<file path="config.mk">
export PLATFORM = sky130hd
export DESIGN_NAME = frame_fetch_engine
export DESIGN_NICKNAME = d
export VERILOG_FILES = /design/src/rtl/ffe_pkg.sv /design/src/rtl/ffe_pixel_fifo.sv /design/src/rtl/ffe_irq_unit.sv /design/src/rtl/frame_fetch_engine.sv
export SDC_FILE = /design/constraint.sdc
export NUM_CORES = 1
export LEC_CHECK = 0
export BUFFER_PORTS_ARGS = -buffer_cell sky130_fd_sc_hd__buf_2
export CAP_MARGIN = 30
export CORE_ASPECT_RATIO = 2
export CORE_MARGIN = 2
export CORE_UTILIZATION = 61
export CTS_BUF_LIST = sky130_fd_sc_hd__clkbuf_2 sky130_fd_sc_hd__clkbuf_4 sky130_fd_sc_hd__clkbuf_8
export DETAILED_ROUTE_END_ITERATION = 8
export GPL_TIMING_DRIVEN = 0
export PLACE_DENSITY = 0.82
export SYNTH_ARGS = -nofsm -noshare
export SYNTH_HDL_FRONTEND = slang
export SYNTH_SLANG_ARGS = --single-unit
</file>
<file path="constraint.sdc">
create_clock -name clk -period 3.2 [get_ports clk]
set_input_delay 0.64 -clock clk [delete_from_list [all_inputs] [get_ports clk]]
set_output_delay 0.64 -clock clk [all_outputs]
set_load 0.1 [all_outputs]
</file>
<file path="src/rtl/ffe_pkg.sv">
package ffe_pkg;
    typedef enum logic [2:0] {
        ST_IDLE,
        ST_DESC_REQ,
        ST_DESC_WAIT,
        ST_FRAME_START,
        ST_DATA_REQ,
        ST_DATA_WAIT,
        ST_FRAME_END
    } ffe_state_e;

    localparam int SOF_EN_BIT   = 31;
    localparam int EOF_EN_BIT   = 30;
    localparam int REC_WORDS    = 4;
    localparam int IRQ_SOF      = 0;
    localparam int IRQ_EOF      = 1;
endpackage

</file>
<file path="src/rtl/ffe_pixel_fifo.sv">
module ffe_pixel_fifo #(
    parameter int WIDTH = 32,
    parameter int DEPTH = 4,
    localparam int PTR_W = (DEPTH > 1) ? $clog2(DEPTH) : 1,
    localparam int CNT_W = $clog2(DEPTH + 1)
) (
    input  logic             clk,
    input  logic             rst_n,
    input  logic             push,
    input  logic [WIDTH-1:0] push_data,
    input  logic             pop,
    output logic             out_valid,
    output logic [WIDTH-1:0] out_data,
    output logic [CNT_W-1:0] level
);
    logic [WIDTH-1:0] store_q [DEPTH];
    logic [PTR_W-1:0] wr_q, rd_q;
    logic [CNT_W-1:0] cnt_q;
    logic             do_push, do_pop;

    assign do_push   = push && (cnt_q < CNT_W'(DEPTH));
    assign do_pop    = pop && (cnt_q != '0);
    assign out_valid = (cnt_q != '0);
    assign out_data  = store_q[rd_q];
    assign level     = cnt_q;

    always_ff @(posedge clk or negedge rst_n) begin
        if (!rst_n) begin
            wr_q  <= '0;
            rd_q  <= '0;
            cnt_q <= '0;
        end else begin
            if (do_push) begin
                wr_q <= (wr_q == PTR_W'(DEPTH - 1)) ? '0 : wr_q + 1'b1;
            end
            if (do_pop) begin
                rd_q <= (rd_q == PTR_W'(DEPTH - 1)) ? '0 : rd_q + 1'b1;
            end
            cnt_q <= cnt_q + CNT_W'(do_push) - CNT_W'(do_pop);
        end
    end

    always_ff @(posedge clk) begin
        if (do_push) begin
            store_q[wr_q] <= push_data;
        end
    end
endmodule

</file>
<file path="src/rtl/ffe_irq_unit.sv">
module ffe_irq_unit (
    input  logic       clk,
    input  logic       rst_n,
    input  logic       sof_evt,
    input  logic       eof_evt,
    input  logic [1:0] clear,
    output logic [1:0] status
);
    import ffe_pkg::*;

    logic [1:0] stat_q;
    logic [1:0] set_v;

    always_comb begin
        set_v          = '0;
        set_v[IRQ_SOF] = sof_evt;
        set_v[IRQ_EOF] = eof_evt;
    end

    always_ff @(posedge clk or negedge rst_n) begin
        if (!rst_n) begin
            stat_q <= '0;
        end else begin
            stat_q <= set_v | (stat_q & ~clear);
        end
    end

    assign status = stat_q;
endmodule

</file>
<file path="src/rtl/frame_fetch_engine.sv">
module frame_fetch_engine #(
    parameter int AW         = 32,
    parameter int CNT_W      = 24,
    parameter int FIFO_DEPTH = 4,
    localparam int FIFO_LVL_W = $clog2(FIFO_DEPTH + 1),
    localparam int IDX_W      = $clog2(ffe_pkg::REC_WORDS)
) (
    input  logic          clk,
    input  logic          rst_n,
    input  logic          cfg_enable,
    input  logic [AW-1:0] cfg_first_desc,
    input  logic [1:0]    irq_clear,
    output logic          mem_req_valid,
    output logic [AW-1:0] mem_req_addr,
    input  logic          mem_req_ready,
    input  logic          mem_rsp_valid,
    input  logic [31:0]   mem_rsp_data,
    output logic          pix_valid,
    output logic [31:0]   pix_data,
    input  logic          pix_ready,
    output logic          irq_sof_pulse,
    output logic          irq_eof_pulse,
    output logic [1:0]    irq_status,
    output logic [31:0]   frame_id
);
    import ffe_pkg::*;

    ffe_state_e           state_q, state_d;
    logic [AW-1:0]        rec_ptr_q, link_q, base_q, addr_q;
    logic [31:0]          fid_q;
    logic [CNT_W-1:0]     count_q, left_q;
    logic                 sof_en_q, eof_en_q;
    logic [IDX_W-1:0]     widx_q;
    logic [FIFO_LVL_W-1:0] fifo_cnt;
    logic                 fifo_room, fifo_push;

    assign fifo_room = (fifo_cnt < FIFO_LVL_W'(FIFO_DEPTH));

    // state register
    always_ff @(posedge clk or negedge rst_n) begin
        if (!rst_n) begin
            state_q <= ST_IDLE;
        end else begin
            state_q <= state_d;
        end
    end

    // transitions
    always_comb begin
        state_d = state_q;
        unique case (state_q)
            ST_IDLE:        if (cfg_enable) state_d = ST_DESC_REQ;
            ST_DESC_REQ:    if (mem_req_ready) state_d = ST_DESC_WAIT;
            ST_DESC_WAIT:   if (mem_rsp_valid)
                                state_d = (widx_q == IDX_W'(REC_WORDS - 1)) ? ST_FRAME_START : ST_DESC_REQ;
            ST_FRAME_START: state_d = (count_q == '0) ? ST_FRAME_END : ST_DATA_REQ;
            ST_DATA_REQ:    if (fifo_room && mem_req_ready) state_d = ST_DATA_WAIT;
            ST_DATA_WAIT:   if (mem_rsp_valid)
                                state_d = (left_q == CNT_W'(1)) ? ST_FRAME_END : ST_DATA_REQ;
            ST_FRAME_END:   state_d = cfg_enable ? ST_DESC_REQ : ST_IDLE;
            default:        state_d = ST_IDLE;
        endcase
    end

    // outputs
    always_comb begin
        mem_req_valid = 1'b0;
        mem_req_addr  = addr_q;
        fifo_push     = 1'b0;
        irq_sof_pulse = 1'b0;
        irq_eof_pulse = 1'b0;
        unique case (state_q)
            ST_DESC_REQ: begin
                mem_req_valid = 1'b1;
                mem_req_addr  = rec_ptr_q + AW'({widx_q, 2'b00});
            end
            ST_DATA_REQ:    mem_req_valid = fifo_room;
            ST_DATA_WAIT:   fifo_push     = mem_rsp_valid;
            ST_FRAME_START: irq_sof_pulse = sof_en_q;
            ST_FRAME_END:   irq_eof_pulse = eof_en_q;
            default: ;
        endcase
    end

    // record and frame datapath
    always_ff @(posedge clk or negedge rst_n) begin
        if (!rst_n) begin
            rec_ptr_q <= '0;
            link_q    <= '0;
            base_q    <= '0;
            addr_q    <= '0;
            fid_q     <= '0;
            count_q   <= '0;
            left_q    <= '0;
            sof_en_q  <= 1'b0;
            eof_en_q  <= 1'b0;
            widx_q    <= '0;
        end else begin
            unique case (state_q)
                ST_IDLE: begin
                    rec_ptr_q <= cfg_first_desc;
                    widx_q    <= '0;
                end
                ST_DESC_WAIT: if (mem_rsp_valid) begin
                    unique case (widx_q)
                        2'd0: link_q <= mem_rsp_data[AW-1:0];
                        2'd1: base_q <= mem_rsp_data[AW-1:0];
                        2'd2: fid_q  <= mem_rsp_data;
                        default: begin
                            sof_en_q <= mem_rsp_data[SOF_EN_BIT];
                            eof_en_q <= mem_rsp_data[EOF_EN_BIT];
                            count_q  <= mem_rsp_data[CNT_W-1:0];
                        end
                    endcase
                    widx_q <= widx_q + 1'b1;
                end
                ST_FRAME_START: begin
                    addr_q <= base_q;
                    left_q <= count_q;
                end
                ST_DATA_WAIT: if (mem_rsp_valid) begin
                    addr_q <= addr_q + AW'(4);
                    left_q <= left_q - 1'b1;
                end
                ST_FRAME_END: begin
                    rec_ptr_q <= link_q;
                    widx_q    <= '0;
                end
                default: ;
            endcase
        end
    end

    assign frame_id = fid_q;

    ffe_pixel_fifo #(.WIDTH(32), .DEPTH(FIFO_DEPTH)) fifo_i (
        .clk       (clk),
        .rst_n     (rst_n),
        .push      (fifo_push),
        .push_data (mem_rsp_data),
        .pop       (pix_ready),
        .out_valid (pix_valid),
        .out_data  (pix_data),
        .level     (fifo_cnt)
    );

    ffe_irq_unit irq_i (
        .clk     (clk),
        .rst_n   (rst_n),
        .sof_evt (irq_sof_pulse),
        .eof_evt (irq_eof_pulse),
        .clear   (irq_clear),
        .status  (irq_status)
    );
endmodule

</file>
==> Word level (Yosys, flattened, before mapping) <==
Memory sizes are Yosys's and may differ from the RTL's.
Cells that the tools add are included.
{ "totals": {"output_inout_bits": 102, "mem_bits_rw": 128, "in_bits": 72, "regBits": 224, "memories": 1, "word_cells": 91} }
{ "classes": {"n_bitwise": 4, "n_addsub": 8, "mux": 26, "reduce_logical": 19, "magnitude_cmp": 1, "n_eq_ne": 17} }
{ "memory_table": {"columns": ["name", "depth", "word_bits", "rd", "rd_ports_with_merged_regs", "write_ports", "line_no", "text"], "rows": [
  ["fifo_i.store_q", 4, 32, 1, 0, 1, "ffe_pixel_fifo.sv:16", "logic [WIDTH-1:0] store_q [DEPTH];"]
]} }
{ "ops": {"columns": ["operator", "count"], "rows": [
  ["32-bit one-hot mux with 2 select lines", 2],
  ["32-bit 2-to-1 mux", 2],
  ["24-bit one-hot mux with 2 select lines", 1],
  ["32-bit by 3-bit adder with 32-bit output (second input constant)", 1],
  ["32-bit by 4-bit adder with 32-bit output", 1],
  ["24-bit by 1-bit equality test with 1-bit output (second input constant)", 1],
  ["24-bit zero test", 1],
  ["24-bit 2-to-1 mux", 1],
  ["24-bit by 1-bit subtractor with 24-bit output (second input constant)", 1],
  ["3-bit one-hot mux with 7 select lines", 1],
  ["3-bit 2-to-1 mux", 5],
  ["2-bit 2-to-1 mux", 6],
  ["3-bit AND reduction", 4],
  ["2-bit != test (second input constant)", 5],
  ["3-bit equality test (second input constant)", 3],
  ["2-bit equality test (second input constant)", 4],
  ["2-bit by 1-bit adder with 2-bit output (second input constant)", 3],
  ["3-bit by 2-bit equality test with 1-bit output (second input constant)", 2],
  ["1-bit 2-to-1 mux", 6],
  ["2-bit nonzero test", 3],
  ["5-bit AND reduction", 1],
  ["2-bit one-hot mux with 2 select lines", 1],
  ["2-bit AND reduction", 2],
  ["3-bit by 1-bit adder with 3-bit output", 1],
  ["other kinds (15)", 17]
]} }

==> Logic depth before layout (Yosys ltp) <==
Gate-level depths: netlist (run 1).
{ "logic_depth": {"depth_word": 5, "mapped_depth": 10} }

==> Hierarchy <==
A second synthesis (run 1) with hierarchy kept.
{ "unflattened": {"hier_cells": 1278, "area_unflattened_um2": 16154.2} }
{ "by_module_without_submodules": {"columns": ["mod", "instances", "seq_area_each_um2", "cells_per_inst", "area_per_inst_um2"], "rows": [
  ["frame_fetch_engine", 1, 5380.2, 1067, 10988.0],
  ["ffe_pixel_fifo", 1, 4018.9, 205, 5093.6],
  ["ffe_irq_unit", 1, 50.0, 6, 72.6]
]} }

==> Least setup slack after synthesis (run 1) <==
No wires, ideal clock.
{ "synth_timing": {"kind": "reg2out", "from": "register widx_q[0]", "to": "output mem_req_addr[28]", "path_stages_with_launch": 8, "n_path_buf": 0, "t_arrival_ns": 4.144, "setup_slack_ns": -1.584, "required_ns": 2.560, "path_cell_list": "dfrtp_1 ha_1 inv_1 fa_1 nor4_2 nand4_1 xor2_1 o21ai_0"} }
{ "synth_between": {"elab_chain_cells": 2} }
{ "synth_rtl": {"columns": ["item", "line_no", "text"], "rows": [
  ["start, declared", "frame_fetch_engine.sv:33", "logic [IDX_W-1:0] widx_q;"],
  ["start signal, assigned", "frame_fetch_engine.sv:115", "widx_q <= widx_q + 1'b1;"],
  ["32-bit by 4-bit adder with 32-bit output", "frame_fetch_engine.sv:75", "mem_req_addr = rec_ptr_q + AW'({widx_q, 2'b00});"],
  ["32-bit 2-to-1 mux", "frame_fetch_engine.sv:72", "unique case (state_q)"],
  ["end, declared", "frame_fetch_engine.sv:14", "output logic [AW-1:0] mem_req_addr,"]
]} }
Every way passes these cells.

==> Worst setup path in the final report (run 1) <==
{ "layout_timing": {"from": "register rec_ptr_q[2]", "to": "output mem_req_addr[24]"} }
{ "layout_between": {"elab_chain_cells": 2} }
{ "layout_rtl": {"columns": ["item", "line_no", "text"], "rows": [
  ["start, declared", "frame_fetch_engine.sv:29", "logic [AW-1:0] rec_ptr_q, link_q, base_q, addr_q;"],
  ["start signal, assigned", "frame_fetch_engine.sv:101", "rec_ptr_q <= cfg_first_desc;"],
  ["start signal, assigned", "frame_fetch_engine.sv:126", "rec_ptr_q <= link_q;"],
  ["32-bit by 4-bit adder with 32-bit output", "frame_fetch_engine.sv:75", null],
  ["32-bit 2-to-1 mux", "frame_fetch_engine.sv:72", null]
]} }
Every way passes these cells.

==> impl_results.md, run 1 <==
* Synth top area share at 35.2%
* Worst-Margin Slew at 955 ps
* Ys flop type: dfrtp_1
* WL/cell at between 20 and 25 um
* Routed Wire Length at about 45 mm
* Synth area leader: dfrtp_1
* Initial drt markers at between 800 and 900
* Critical Path Max Stage Delay at 430 ps
* CP Max Fanout at 8
* Routability cong. at ~0.94
* Endpoint, Worst Hold: irq_i.status[1]
* Buffer levels on the longest clock path at 3
* Asr flop ratio synth at a little under two thirds
* Req. time, crit path at approximately 2600 ps
* Final Setup Violations at 22
* Post-Syn Area at ~0.016 mm2
* # IOs at ~170
* Post-route worst setup slack at -213 ps
* R2r endpoint: left_q[4]
* Clk_lat worst skew at 600 ps
* CP endpoint kind: output port
* GR Overflow Total at 0
* Clock transition at path regs at 70 ps
* WS Path Type: reg2out
* Vias per cell at 6.29
* GRT Overall Usage at about a third
* Vias in the first global route at 12,300
* Hold path cells at 2
* Fin crit share at 107%
* Die X at approximately 120 um
* Syn. warnings at 0
* #FFs+latches synth at ~350
* Antenna-violating nets left at 0
* Num rows at 83
* DRC at 0
* Final Critical Period at roughly 3400 ps
* Relative slew slack at a little over a third
* F_max at 293 MHz
* CTS sink count at 352
* Hold Path Class: in2reg
* Layout cell share with drive strength beyond 1 at 34.2%
* First-pass GRT wire length at between 60 and 70 mm
* CTS Buf Count at between 40 and 50
* Slew Limit Fails at 0
* Hold slack at 248 ps
* PortBufs at ~170
* Hold Violations, Final at 0
* Synth cell types at 69
* Max stage delay cell, worst path: fa_2
* CTS tree: yes
* Reg2Reg Depth at 8
* Area grow syn2layout at 19.5%
* Starting Density at 62.0%
* EDFF count, synth at between 100 and 150
* CTS H-tree depth at 2
* Antenna violations before repair at 2
* Syn nets at ~1,300
* Hold Startpoint: irq_clear[1]
* Critical path arrival at approximately 2800 ps
* Number of fill cells at roughly 1,700
* Max-Cap Viols at 0
* Avg Cell Area, Syn at 12.7 um2
* Fin Clk Skew at roughly 38 ps
* Die Y at between 200 and 250 um
* Synth area leaders: dfrtp_1, edfxtp_1, mux2_2, mux4_2, o21ai_0
* Seq/Total Area, Yosys at about three fifths
* CP startpoint kind: register
* Drt pass-1 iters at 7
* Final Net Count at roughly 1,600
* Die Area at around 0.027 mm2
* R2R Path Start: state_q[1]
* RSZ-0062 raised after global routing: true
* Detailed Place HPWL at between 30 and 40 mm
* Reg-to-reg slack, setup at 330 ps
* Largest net degree at the start of global routing at roughly 100
* Mapped Cells at ~1,300
* Failing checks: setup timing
* Via count at 11,700
* CP Cell Sequence: ha_4 > inv_2 > fa_2 > nor4_4 > buf_6 > buf_4 > nand2_4 > xor2_2 > o21ai_4 > buf_12
* Status: complete, but fails checks
* Core area at between 0.02 and 0.03 mm2
* Root buffer cell: clkbuf_8
## cells in the mapped netlist (all sizes together) (9+ instances only)
library cell / instances
a21oi: 53
buf: 24
o311ai: 9
nand2: 131
dfrtp: 224
nor3: 10
and3: 18
mux2: 123
o22ai: 11
nor2: 48
nand3: 39
a22oi: 11
inv: 21
mux2i: 32
clkbuf: 46
o21ai: 105
xor2: 21
nand4: 22
nor4: 13
ha: 16
edfxtp: 128
and2: 12
mux4: 32
## routing by layer
metal  share of wire [%]  up-vias  track usage (%)
li1                    -     5144                -
met1                  34     5779             34.8
met2                  52      569             57.7
met3                 6.2      223             5.32
met4                 7.8        2             23.2
met5               0.029        -                0
## kinds of logic after synthesis
kind of cell / share of synthesized area [%]
multiplexers: 15.3
flip-flops: 59.4
AND/OR/NAND/NOR: 10.8
buffers and inverters: 2.27
AO/OA/AOI/OAI: 9.28
adder cells (fa/ha/maj): 1.51
XOR/XNOR: 1.54
## per-stage QoR
| stage | util [%] | setup WS [ps] | area [um2] | setup TNS, ps | instances |
|---|---|---|---|---|---|
| floorplan | - | -230 | 16100 | -2030 | 1254 |
| global placement | 67.6 | -2440 | 17300 | -590200 | 1767 |
| detailed placement | 68.0 | -273 | 17400 | -2070 | 1771 |
| CTS | 73.5 | -186 | 18800 | -1970 | 1859 |
| global route | 74.1 | -311 | 19000 | -3970 | 1863 |
| finish | 74.1 | -213 | 19000 | -2330 | 1863 |
## worst max-delay path: cells and delay by family, from the launching register on
family | cells | cell delay [ps]
AOI/OAI and AO/OA | 1 | 180
DFF | 1 | 400
buffers and inverters | 4 | 570
adders and majority gates | 2 | 580
xor gates and xnor gates | 1 | 160
and+or+nand+nor | 2 | 270
## final cells by class
type | count | area, um2 | area share (%)
flip-flops and latches | 352 | 9450 | 49.7
multi-input cells | 811 | 6450 | 33.9
repair buffers | 193 | 1420 | 7.48
clock buffers | 67 | 816 | 4.29
well taps | 340 | 425 | 2.24
plain buffers | 66 | 292 | 1.53
inverters | 21 | 78.8 | 0.415
clock inverters | 12 | 71.3 | 0.375
diodes | 1 | 2.50 | 0.0132
## sequential cells by signal, indices dropped and copies added (netlist names)
register        count
link_q             32
fifo_i.store_q    128
fifo_i.wr_q         2
left_q             24
addr_q             32
count_q            24
frame_id           32
eof_en_q            1
irq_i.status        2
fifo_i.rd_q         2
state_q             3
fifo_i.level        3
sof_en_q            1
base_q             32
rec_ptr_q          32
widx_q              2
## placed cells by master, fill, tap and decap left out, types with 11 or more instances in the layout
cell type	count
clkbuf_1	32
nand2_1	130
buf_12	17
a21oi_1	50
buf_4	21
edfxtp_1	128
a22oi_1	11
buf_6	12
mux2_2	123
ha_1	14
and3_1	17
buf_2	152
clkbuf_4	19
mux4_2	32
nand3_1	31
clkbuf_8	50
o21ai_0	78
mux2i_1	32
nor2_1	46
nand4_1	20
xor2_1	18
o21ai_2	12
o22ai_1	11
inv_1	19
dfrtp_1	220
## how the worst max path moves through the flow
| stage | cells after the start | end | start | slack, ps |
|---|---|---|---|---|
| after global placement | 1 | frame_id[10] | rst_n | -2440 |
| after CTS | 9 | mem_req_addr[30] | rec_ptr_q[2] | -190 |
| after detailed placement | 7 | mem_req_addr[31] | widx_q[1] | -270 |
| after global routing | 9 | mem_req_addr[30] | rec_ptr_q[2] | -310 |
| final | 10 | mem_req_addr[24] | rec_ptr_q[2] | -210 |
| after floorplan | 6 | mem_req_addr[29] | widx_q[1] | -230 |
## repair_timing
item / 4_1_cts / 5_1_grt
gates resized for setup: 122 / 37
setup endpoints to repair: 63 / 43
buffers inserted: 11 / 5
hold buffers: 1 / 0
pin swaps: 12 / 14
endpoints found under the hold margin: 41 / 0
Power of run 1 is not shown: default switching activity piles up to over one toggle a cycle in this logic, so the estimate is an artifact.
==> run 2: changes to the inputs <==
--- a/config.mk
+++ b/config.mk
@@ -5,15 +5,15 @@
 export SDC_FILE = /design/constraint.sdc
 export NUM_CORES = 1
 export LEC_CHECK = 0
-export BUFFER_PORTS_ARGS = -buffer_cell sky130_fd_sc_hd__buf_2
 export CAP_MARGIN = 30
 export CORE_ASPECT_RATIO = 2
 export CORE_MARGIN = 2
-export CORE_UTILIZATION = 61
+export CORE_UTILIZATION = 65
 export CTS_BUF_LIST = sky130_fd_sc_hd__clkbuf_2 sky130_fd_sc_hd__clkbuf_4 sky130_fd_sc_hd__clkbuf_8
 export DETAILED_ROUTE_END_ITERATION = 8
+export DONT_BUFFER_PORTS = 1
 export GPL_TIMING_DRIVEN = 0
-export PLACE_DENSITY = 0.82
+export PLACE_DENSITY = 0.81
 export SYNTH_ARGS = -nofsm -noshare
 export SYNTH_HDL_FRONTEND = slang
 export SYNTH_SLANG_ARGS = --single-unit
==> run 2 against run 1 <==
Against the previous run:
- the run ends with hold timing, setup timing left
- non-clock buffer count down 154
- worst hold slack worse by 530 ps
- via count down 3.1%
- final area down 3.7%
- sequential cell count unchanged
- critical endpoint is now mem_req_addr[30]
- largest cell class unchanged
==> impl_results.md, run 2 (synthesis gave the netlist of run 1 again) <==
* Post-Route Setup TNS at -3690 ps
* Vias per cell at between 6 and 7
* Multi-input logic area at 0.00649 mm2
* Worst-Margin Slew at 1120 ps
* # IOs at 174
* Drt pass-1 iters at 6
* Num rows at 81
* Storage cell area at about 0.0095 mm2
* CTS H-tree depth at 2
* Clock transition at path regs at roughly 80 ps
* Fin Clk Skew at roughly 34 ps
* Vias in the first global route at roughly 12,000
* CTS Buf Count at 48
* WS Path Type: reg2out
* Number of fill cells at between 1,500 and 2,000
* Die Area at 0.0258 mm2
* Critical path arrival at approximately 3000 ps
* Largest register FFs at about 130
* Hold Violations, Final at ~220
* DRC at 0
* Core area at roughly 0.024 mm2
* RSZ-0062 raised after global routing: true
* Relative slew slack at between 20% and 30%
* CP endpoint kind: output port
* Antenna violations before repair at 0
* CTS sink count at approximately 350
* Failing checks: hold timing, setup timing
* GRT Overall Usage at a little over a third
* CP startpoint kind: register
* Final Setup Violations at 18
* Post-route worst setup slack at -442 ps
* GR Overflow Total at 0
* Buffer levels on the longest clock path at 3
* Starting Density at 65.7%
* Clk_lat worst skew at ~600 ps
* Routed Wire Length at 45.5 mm
* Final Net Count at ~1,400
* CP Max Fanout at 8
* Biggest register: fifo_i.store_q
* Die X at about 110 um
* Hold slack at -280 ps
* Pre-CTS setup slack at -245 ps
* Largest net degree at the start of global routing at between 200 and 250
* Req. time, crit path at roughly 2600 ps
* F_max at approximately 270 MHz
* Slew Limit Fails at 0
* Area grow syn2layout at 15.1%
* CTS tree: yes
* WL/cell at roughly 27 um
* Commonest non-fill, non-tap cell in the layout: dfrtp_1
* Initial drt markers at around 1,100
* Final Critical Period at 3640 ps
* Die Y at roughly 230 um
* PortBufs at 0
* Layout cell share with drive strength beyond 1 at between 20% and 30%
* Status: complete, but fails checks
* Root buffer cell: clkbuf_8
* Antenna-violating nets left at 0
* Max-Cap Viols at 0
* Ant diodes at 0
* Final Util at about three quarters
* First-pass GRT wire length at 67.2 mm
* Via count at roughly 11,000
* Commonest non-fill, non-tap cells in the layout: dfrtp_1, nand2_1, edfxtp_1, mux2_2, o21ai_0
* Hold Path Class: in2async
* Detailed Place HPWL at 30.7 mm
* Fin crit share at 114%
* Routability cong. at roughly 0.95
[run 2: cell count changes in the layout (fill, tap and decap cells not counted), sizes merged]
cell	previous run	this run
buf	216	62
clkbuf	109	120
clkinv	9	7
clkinvlp	0	1
diode	1	0
dlygate4sd3	1	0
inv	24	23
[run 2: per-stage QoR]
stage,cells,area [um2]
5_1_grt,1666,18300
3_3_place_gp,1544,16400
3_5_place_dp,1568,16900
2_1_floorplan,1254,16100
4_1_cts,1665,18200
6_report,1666,18300
[run 2: worst paths after layout]
kind | cells past startpoint | end | slack [ps] | start
min | 0 | link_q[31] | -280 | rst_n
max | 8 | mem_req_addr[30] | -440 | widx_q[0]
max reg2reg | 10 | fifo_i.level[2] | 170 | fifo_i.level[2]
max in group asynchronous | 0 | link_q[5] | 3040 | rst_n
min in group clk | 0 | fifo_i.store_q[0][31] | 140 | mem_rsp_data[31]
min reg2reg | 2 | addr_q[0] | 490 | base_q[0]
[run 2: layout make-up]
| type | instances | share of cell area (%) |
|---|---|---|
| sequential | 352 | 51.6 |
| timing repair buffer | 38 | 3.55 |
| clock buffer | 77 | 5.07 |
| multi-input combinational | 811 | 35.4 |
| tap | 290 | 1.98 |
| inverter | 21 | 0.430 |
| clock inverter | 10 | 0.314 |
| buffer | 67 | 1.62 |
[run 2: what timing repair did]
action | 4_1_cts | 5_1_grt
pin swaps | 10 | 16
buffers inserted | 12 | 5
resized for setup | 51 | 35
endpoints found under the setup margin | 62 | 59
endpoints found under the hold margin | 224 | 224
[run 2: worst max-delay path, cell delays in order, from the launching register on]
cell	delay, ps
dfrtp_2	380
ha_2	190
inv_2	40
fa_2	370
nor4_4	230
buf_6	200
nand4_1	160
xor2_1	220
o21ai_4	580
[run 2: routing by layer]
layer	vias to the layer above	wire length [um]	global-route usage, %
met5	-	0	0
met4	0	3420	23.2
met3	191	3540	7.10
met2	641	23000	58.7
met1	5659	15500	41.2
li1	4857	-	-
Power of run 2 is left out for the same reason.
